**config.mk**
```make
export PLATFORM = sky130hd
export DESIGN_NAME = fdg_gpio_port
export DESIGN_NICKNAME = d
export VERILOG_FILES = /design/src/rtl/fdg_pkg.sv /design/src/rtl/fdg_sync.sv /design/src/rtl/fdg_edge_fsm.sv /design/src/rtl/fdg_irq_status.sv /design/src/rtl/fdg_gpio_port.sv
export SDC_FILE = /design/constraint.sdc
export NUM_CORES = 1
export LEC_CHECK = 0
export BUFFER_PORTS_ARGS = -buffer_cell sky130_fd_sc_hd__buf_2
export CAP_MARGIN = 10
export CORE_ASPECT_RATIO = 1.75
export CORE_MARGIN = 2
export CORE_UTILIZATION = 40
export CTS_CLUSTER_SIZE = 25
export DETAILED_ROUTE_END_ITERATION = 7
export PLACE_DENSITY = 0.7
export SLEW_MARGIN = 20
export SYNTH_ARGS = -nofsm -noshare
export SYNTH_HDL_FRONTEND = slang
export SYNTH_HIERARCHICAL = 1
export SYNTH_SLANG_ARGS = --single-unit
```
**constraint.sdc**
```tcl
create_clock -name clk -period 1.7 [get_ports clk]
set_input_delay 0.17 -clock clk [delete_from_list [all_inputs] [get_ports clk]]
set_output_delay 0.17 -clock clk [all_outputs]
set_load 0.01 [all_outputs]
```
**src/rtl/fdg_pkg.sv**
```systemverilog
package fdg_pkg;
    localparam int unsigned REG_ADDR_W = 3;
    localparam int unsigned FIELD_W    = 2;

    localparam logic [REG_ADDR_W-1:0] OFS_DIR  = 3'd0;
    localparam logic [REG_ADDR_W-1:0] OFS_DATA = 3'd1;
    localparam logic [REG_ADDR_W-1:0] OFS_RSVD = 3'd2;
    localparam logic [REG_ADDR_W-1:0] OFS_CFG  = 3'd3;
    localparam logic [REG_ADDR_W-1:0] OFS_STAT = 3'd4;

    typedef enum logic {
        LVL_LOW  = 1'b0,
        LVL_HIGH = 1'b1
    } lvl_state_e;
endpackage

```
**src/rtl/fdg_sync.sv**
```systemverilog
module fdg_sync #(
    parameter int unsigned WIDTH  = 4,
    parameter int unsigned STAGES = 2
) (
    input  logic             clk,
    input  logic             rst_n,
    input  logic [WIDTH-1:0] din,
    output logic [WIDTH-1:0] dout
);
    logic [STAGES-1:0][WIDTH-1:0] chain_q;

    always_ff @(posedge clk or negedge rst_n) begin
        if (!rst_n) chain_q[0] <= '0;
        else        chain_q[0] <= din;
    end

    for (genvar s = 1; s < STAGES; s++) begin : g_stage
        always_ff @(posedge clk or negedge rst_n) begin
            if (!rst_n) chain_q[s] <= '0;
            else        chain_q[s] <= chain_q[s-1];
        end
    end

    assign dout = chain_q[STAGES-1];
endmodule

```
**src/rtl/fdg_edge_fsm.sv**
```systemverilog
module fdg_edge_fsm
    import fdg_pkg::*;
(
    input  logic clk,
    input  logic rst_n,
    input  logic lvl,
    output logic rise,
    output logic fall
);
    lvl_state_e state_q, state_d;

    // state register
    always_ff @(posedge clk or negedge rst_n) begin
        if (!rst_n) state_q <= LVL_LOW;
        else        state_q <= state_d;
    end

    // next state: rise, fall or hold
    always_comb begin
        state_d = state_q;
        unique case (state_q)
            LVL_LOW:  if (lvl)  state_d = LVL_HIGH;
            LVL_HIGH: if (!lvl) state_d = LVL_LOW;
        endcase
    end

    // outputs: one-cycle event on each transition
    always_comb begin
        rise = 1'b0;
        fall = 1'b0;
        unique case (state_q)
            LVL_LOW:  rise = lvl;
            LVL_HIGH: fall = !lvl;
        endcase
    end
endmodule

```
**src/rtl/fdg_irq_status.sv**
```systemverilog
module fdg_irq_status
    import fdg_pkg::*;
#(
    parameter int unsigned NUM_IN = 4,
    localparam int unsigned CFG_W = NUM_IN * FIELD_W
) (
    input  logic              clk,
    input  logic              rst_n,
    input  logic [CFG_W-1:0]  cfg,
    input  logic [NUM_IN-1:0] rise,
    input  logic [NUM_IN-1:0] fall,
    input  logic              clr_en,
    input  logic [NUM_IN-1:0] clr_mask,
    output logic [NUM_IN-1:0] status,
    output logic              irq
);
    logic [NUM_IN-1:0] hit;
    logic [NUM_IN-1:0] status_q;

    for (genvar i = 0; i < NUM_IN; i++) begin : g_bit
        // bit 2i = falling enable, bit 2i+1 = rising enable
        assign hit[i] = (fall[i] & cfg[FIELD_W*i]) |
                        (rise[i] & cfg[FIELD_W*i+1]);

        always_ff @(posedge clk or negedge rst_n) begin
            if (!rst_n)
                status_q[i] <= 1'b0;
            else if (hit[i])
                status_q[i] <= 1'b1;          // set beats clear
            else if (clr_en && clr_mask[i])
                status_q[i] <= 1'b0;
        end
    end

    assign status = status_q;
    assign irq    = |status_q;
endmodule

```
**src/rtl/fdg_gpio_port.sv**
```systemverilog
module fdg_gpio_port
    import fdg_pkg::*;
#(
    parameter int unsigned NUM_OUT   = 4,
    parameter int unsigned NUM_IN    = 4,
    parameter int unsigned SYNC_STGS = 2,
    localparam int unsigned BYTE_W   = NUM_OUT + NUM_IN,
    localparam int unsigned CFG_W    = NUM_IN * FIELD_W
) (
    input  logic                  clk,
    input  logic                  rst_n,
    input  logic [REG_ADDR_W-1:0] bus_addr,
    input  logic                  bus_wr,
    input  logic [BYTE_W-1:0]     bus_wdata,
    output logic [BYTE_W-1:0]     bus_rdata,
    output logic [NUM_OUT-1:0]    gpo,
    input  logic [NUM_IN-1:0]     gpi,
    output logic                  irq
);
    localparam logic [BYTE_W-1:0] DIR_VALUE = BYTE_W'((1 << NUM_OUT) - 1);

    logic [NUM_OUT-1:0] out_q;
    logic [CFG_W-1:0]   cfg_q;
    logic [NUM_IN-1:0]  in_sync;
    logic [NUM_IN-1:0]  rise_evt, fall_evt;
    logic [NUM_IN-1:0]  status_q;
    logic               wr_data, wr_cfg, wr_stat;

    assign wr_data = bus_wr && (bus_addr == OFS_DATA);
    assign wr_cfg  = bus_wr && (bus_addr == OFS_CFG);
    assign wr_stat = bus_wr && (bus_addr == OFS_STAT);

    always_ff @(posedge clk or negedge rst_n) begin
        if (!rst_n) begin
            out_q <= '0;
            cfg_q <= '0;
        end else begin
            if (wr_data) out_q <= bus_wdata[NUM_OUT-1:0];
            if (wr_cfg)  cfg_q <= bus_wdata[CFG_W-1:0];
        end
    end

    fdg_sync #(.WIDTH(NUM_IN), .STAGES(SYNC_STGS)) u_sync (
        .clk  (clk),
        .rst_n(rst_n),
        .din  (gpi),
        .dout (in_sync)
    );

    for (genvar n = 0; n < NUM_IN; n++) begin : g_edge
        fdg_edge_fsm u_fsm (
            .clk  (clk),
            .rst_n(rst_n),
            .lvl  (in_sync[n]),
            .rise (rise_evt[n]),
            .fall (fall_evt[n])
        );
    end

    fdg_irq_status #(.NUM_IN(NUM_IN)) u_stat (
        .clk     (clk),
        .rst_n   (rst_n),
        .cfg     (cfg_q),
        .rise    (rise_evt),
        .fall    (fall_evt),
        .clr_en  (wr_stat),
        .clr_mask(bus_wdata[NUM_IN-1:0]),
        .status  (status_q),
        .irq     (irq)
    );

    always_comb begin
        case (bus_addr)
            OFS_DIR:  bus_rdata = DIR_VALUE;
            OFS_DATA: bus_rdata = {in_sync, out_q};
            OFS_CFG:  bus_rdata = BYTE_W'(cfg_q);
            OFS_STAT: bus_rdata = BYTE_W'(status_q);
            default:  bus_rdata = '0;
        endcase
    end

    assign gpo = out_q;
endmodule

```
==> impl_metrics.yaml, run 1 <==
detailed_routing:
  drc_errors: 0
  met3WireLength_um: 119
  routed.top_layer: "met4"
  drt-pass1-iter-count: 4
  wl_per_cell_um: 13.50
  drtAntennaViolNets: 0
  via_per_inst: 4.994
  drtIter0Drc: 11
  wl_met2_mm: 1.144
  via_count: 829
  routed_wl_mm: 2.241
  drt-met1-wl_um: 936
worst_hold_path:
  hold_class: "input port to register"
yosys:
  syn_avg_cell_area_sq_um: 13.55
  synth_area_sq_um: 1246
  synthCells: 92
  syn-num-nets: 110
  ys_warn_count: 6
  ys_ff_latch: 28
  yosysUniqueCellTypes: 19
  synth.yosys.seq_area_share: 0.5622
place:
  dp_hpwl_mm: 1.683
  dp_cells: 158
  portBuffers: 30
  place_congestion: 0.8055
timing:
  fmax_mhz: 656.1
  hold_violations: 0
  max_slew_margin: 0.5959
  skew_ns: 0.001844
  period_minus_slack_ns: 1.524
  min_period_over_period: 0.8965
  setup-violations-final: 0
  tightestPinTransition_ns: 0.6061
  rsz0062_at_grt: "no"
  tns_ns: 0
  finalMaxSlewViolations: 0
clock_tree:
  tritoncts: "done"
  h-tree-depth: 1
  cts_resized: 0
  cts_sinks: 28
  cts-buffers-inserted: 3
  cts_setup_buffers: 0
  root_buffer: "clkbuf_8"
  clkLatencyLatePin_ns: 0.27
  clk_path_buf_depth: 2
  clk_pin_slew_ns: 0.08
finish:
  final-instance-count-excl-fill: 166
  layout_commonest_cell: "buf_2"
  area_delta_synth_final_pct: 20.18
  diodes: 0
  layout_common_cells: "30 x buf_2, 28 x dfrtp_1, 12 x mux2_2"
  final_nets: 144
  drive_above_1_share: 0.4435
global_route:
  grt_overflow: 0
  grt_pass1_wl_mm: 3.456
  grt_pass1_vias: 784
  grt_max_degree: 29
  antenna_found_initial: 0
  grt_usage: 0.1340
floorplanning:
  die_y_um: 77.84
  initial_core_util: 0.4210
  die_w_um: 46.20
  die_area_sq_um: 3596
  ioPinCount: 31
  num_rows: 26
  fp.coreArea_sq_um: 2960
power_and_ir_drop:
  clockPowerShare: 0.238
  p_int_mw: 1.066
  power_mw: 1.428
  irDropWorstVdd_uv: 536.1
  power_density_nw_per_um2: 953.7
  power_frac_seq: 0.577
  p_sw_mw: 0.3626
  pwr-share-comb: 0.185
  swShare: 0.2539
  p_leak_nw: 0.6759
flow_run:
  drv_cap: 0
critical_path:
  required_ns: 1.53
  startpoint_type: "register"
  cp-end-kind: "output port"
  crit_path_max_fanout: 3
  critPathKind: "register to output port"
  arrival_ns: 1.35
status:
  outcome: "completed"
what timing repair did:
item,CTS,global route
hold buffers,4,1
endpoints found under the hold margin,31,1
setup endpoints to repair,0,0
critical path, cell delays in order, from the launching register on:
cell and delay (ns):
dfrtp_1 0.37, or3b_2 0.45, o211ai_1 0.11, buf_2 0.16
power by group through the flow:
stage                     combinational [mW]  clock, mW  sequential (mW)
final                                  0.265      0.340            0.824
after global routing                   0.291      0.382            0.835
after CTS                              0.267      0.351            0.825
after detailed placement               0.260          0            0.838
after global placement                 0.251          0            0.838
after floorplan                        0.163          0            0.823
path summary, 6_finish.rpt:
| path | start | endpoint | slack (ns) | depth (start not counted) |
|---|---|---|---|---|
| setup / recovery | u_stat/status[2] | bus_rdata[2] | 0.18 | 3 |
| min in group asynchronous | rst_n | u_sync/chain_q[0] | 0.44 | 2 |
| hold reg to reg | u_sync/chain_q[2] | u_sync/dout[2] | 0.35 | 0 |
| setup reg to reg | u_sync/dout[0] | u_stat/status[0] | 0.66 | 2 |
| max in group asynchronous | rst_n | u_sync/dout[1] | 0.86 | 2 |
| hold / removal | bus_wdata[7] | cfg_q[7] | 0.13 | 2 |
cell usage after synthesis (all sizes together):
cell type,n,area share
or3b,4,0.028
nand4b,5,0.040
a221o,4,0.032
nor4bb,1,0.0080
and2b,4,0.028
mux2i,4,0.032
mux2,12,0.11
and4bb,1,0.010
nand2b,1,0.0050
dfrtp,28,0.56
nor2b,8,0.040
nor2,4,0.012
buf,6,0.034
o211ai,4,0.024
a21boi,4,0.024
or4,1,0.0060
or2,1,0.0050
through the flow:
step / area [sq um] / worst slack [ns] / hold WS (ns) / util
2_1_floorplan: 1246 / 0.4633 / -0.1256 / -
3_3_place_gp: 1406 / 0.2460 / 0.2073 / 0.4751
3_5_place_dp: 1406 / 0.2089 / 0.2144 / 0.4751
4_1_cts: 1488 / 0.1631 / 0.0003819 / 0.5025
5_1_grt: 1498 / 0.1144 / 0.1188 / 0.5059
6_report: 1498 / 0.1759 / 0.1292 / 0.5059
state kept, by name, indices dropped and copies added, names as in the netlist:
| register | flops |
|---|---|
| u_stat/status | 4 |
| g_edge.u_fsm/state_q | 4 |
| u_sync/dout | 4 |
| gpo | 4 |
| u_sync/chain_q | 4 |
| cfg_q | 8 |
final cells by class:
type,instances,area (sq um)
multi-input cells,58,503.0
fillers,281,1463
clock buffers,3,41.29
flip-flops and latches,28,700.7
repair buffers,35,200.2
well taps,42,52.55
cells by family after synthesis:
family / Yosys count / share of synthesized area
and+or+nand+nor: 30 / 0.1827
DFF: 28 / 0.5622
muxes: 16 / 0.1406
AOI/OAI and AO/OA: 12 / 0.08032
buffers and inverters: 6 / 0.03414
layer usage:
layer	vias to the layer above	track usage
li1	398	-
met1	400	0.1526
met2	27	0.2236
met3	4	0.01860
met4	0	0.07714
met5	-	0
Power figures use the tool's default switching activity.
==> run 2, diff against run 1 <==
- CORE_ASPECT_RATIO: 1.75 -> unset
- CORE_UTILIZATION: 40 -> 55
- PLACE_DENSITY: 0.7 -> 0.89
==> run 2 against run 1 <==
Compared with the run above: clock power shrank 8.2%; utilization grew 17 points; sequential share of layout area grew 0.71 points; worst hold slack lost 0.061 ns; first-iteration DRC count grew 27%; sequential cell count is the same; critical path depth is the same; power shrank 1.4%; combinational power is essentially flat; critical path type unchanged; largest cell class unchanged.
==> impl_metrics.yaml, run 2 (synthesis gave the netlist of run 1 again) <==
status:
  outcome: "completed"
clock_tree:
  cts_sinks: 28
  tritoncts: "done"
  clkLatencyLatePin_ns: 0.32
  ctsHoldBuffers: 5
  clk_path_buf_depth: 2
  root_buffer: "clkbuf_4"
  h-tree-depth: 1
  clk_pin_slew_ns: 0.15
  cts_setup_buffers: 0
  cts_resized: 0
  cts-buffers-inserted: 3
critical_path:
  required_ns: 1.53
  cp-end-kind: "output port"
  r2r_start: "u_sync/dout[1]"
  crit_path_max_fanout: 3
  critPathKind: "register to output port"
  rrSetupSlack_ns: 0.64
  rr_worst_depth: 2
  reg2reg_to: "u_stat/status[1]"
  startpoint_type: "register"
  arrival_ns: 1.42
timing:
  rsz0062_at_grt: "no"
  min_period_over_period: 0.9369
  setup-violations-final: 0
  tightestPinTransition_ns: 0.5871
  period_minus_slack_ns: 1.593
  finalMaxSlewViolations: 0
  tns_ns: 0
  max_slew_margin: 0.6086
  skew_ns: 0.01103
  hold_violations: 0
  fmax_mhz: 627.9
floorplanning:
  fp.coreArea_sq_um: 2170
  initial_core_util: 0.5744
  num_rows: 17
  ioPinCount: 31
  die_w_um: 51.60
  die_y_um: 51.60
  die_area_sq_um: 2663
finish:
  layout_commonest_cell: "buf_2"
  area_delta_synth_final_pct: 18.37
  largest_reg_flops: 8
  diodes: 0
  nFillCells: 161
  final_nets: 144
  drive_above_1_share: 0.4480
  layout_common_cells: "30 x buf_2, 28 x dfrtp_1, 12 x mux2_2"
  top_register: "cfg_q"
  final_util: 0.6799
detailed_routing:
  routed.top_layer: "met4"
  drt-pass1-iter-count: 4
  via_count: 847
  met3WireLength_um: 169
  drc_errors: 0
  drt-met1-wl_mm: 1.000
  routed_wl_mm: 2.279
  wl_per_cell_um: 14.90
  drtAntennaViolNets: 0
  drtIter0Drc: 14
  via_per_inst: 5.536
  wl_met2_mm: 1.093
power_and_ir_drop:
  p_leak_nw: 0.6753
  power_mw: 1.408
  power_density_nw_per_um2: 954.3
  irDropWorstVdd_uv: 710.4
place:
  portBuffers: 30
  place_congestion: 0.7767
  dp_hpwl_mm: 1.724
global_route:
  grt_usage: 0.1866
  grt_max_degree: 29
  grt_pass1_wl_mm: 3.663
  antenna_found_initial: 0
  grt_overflow: 0
  grt_pass1_vias: 822
worst_hold_path:
  holdCritStartpoint: "bus_wdata[7]"
  min_to: "cfg_q[7]"
  hold_class: "input port to register"
  holdPathStages: 2
flow_run:
  drv_cap: 0
## run 2: changes by cell type in the layout (fill, tap and decap cells not counted)
cell | previous run | this run
clkbuf_4 | 0 | 3
clkbuf_8 | 3 | 1
## run 2: how the worst max path moves through the flow
stage | from | to | depth (start not counted)
5_1_grt | u_stat/status[2] | bus_rdata[2] | 3
6_report | u_stat/status[1] | bus_rdata[1] | 3
4_1_cts | u_stat/status[1] | bus_rdata[1] | 3
3_3_place_gp | bus_addr[1] | u_stat/status[2] | 4
2_1_floorplan | bus_addr[1] | u_stat/status[1] | 4
3_5_place_dp | bus_addr[1] | u_stat/status[1] | 4
## run 2: per-layer routing
layer | global-route usage | up-vias
met2 | 0.3355 | 31
met4 | 0.05263 | 0
li1 | - | 402
met1 | 0.2306 | 412
met5 | 0 | -
met3 | 0.03161 | 2
## run 2: power breakdown
part	internal (mW)	switching, mW	total [mW]
combinational	0.151	0.115	0.265
clock	0.131	0.181	0.312
sequential	0.756	0.0741	0.830
total	1.04	0.370	1.41
## run 2: per-stage QoR
stage | hold WS [ns] | std cells | area, sq um | worst slack, ns
floorplan | -0.1256 | 92 | 1246 | 0.4633
finish | 0.06796 | 153 | 1475 | 0.1073
global route | 0.05813 | 153 | 1475 | 0.05275
CTS | 0.06690 | 153 | 1475 | 0.1017
detailed placement | 0.2099 | 144 | 1389 | 0.1988
global placement | 0.1978 | 144 | 1389 | 0.2663
## run 2: layout make-up
| cell class | count | area, sq um | area share |
|---|---|---|---|
| Clock buffer | 4 | 36.28 | 0.02460 |
| Sequential cell | 28 | 700.7 | 0.4750 |
| Timing Repair Buffer | 35 | 200.2 | 0.1357 |
| Multi-Input combinational cell | 58 | 503.0 | 0.3410 |
| Tap cell | 28 | 35.03 | 0.02375 |
## run 2: worst max-delay path, stage by stage, from the launching register on
cell and delay, ns:
dfrtp_1 0.39, or3b_2 0.46, o211ai_1 0.10, buf_2 0.16
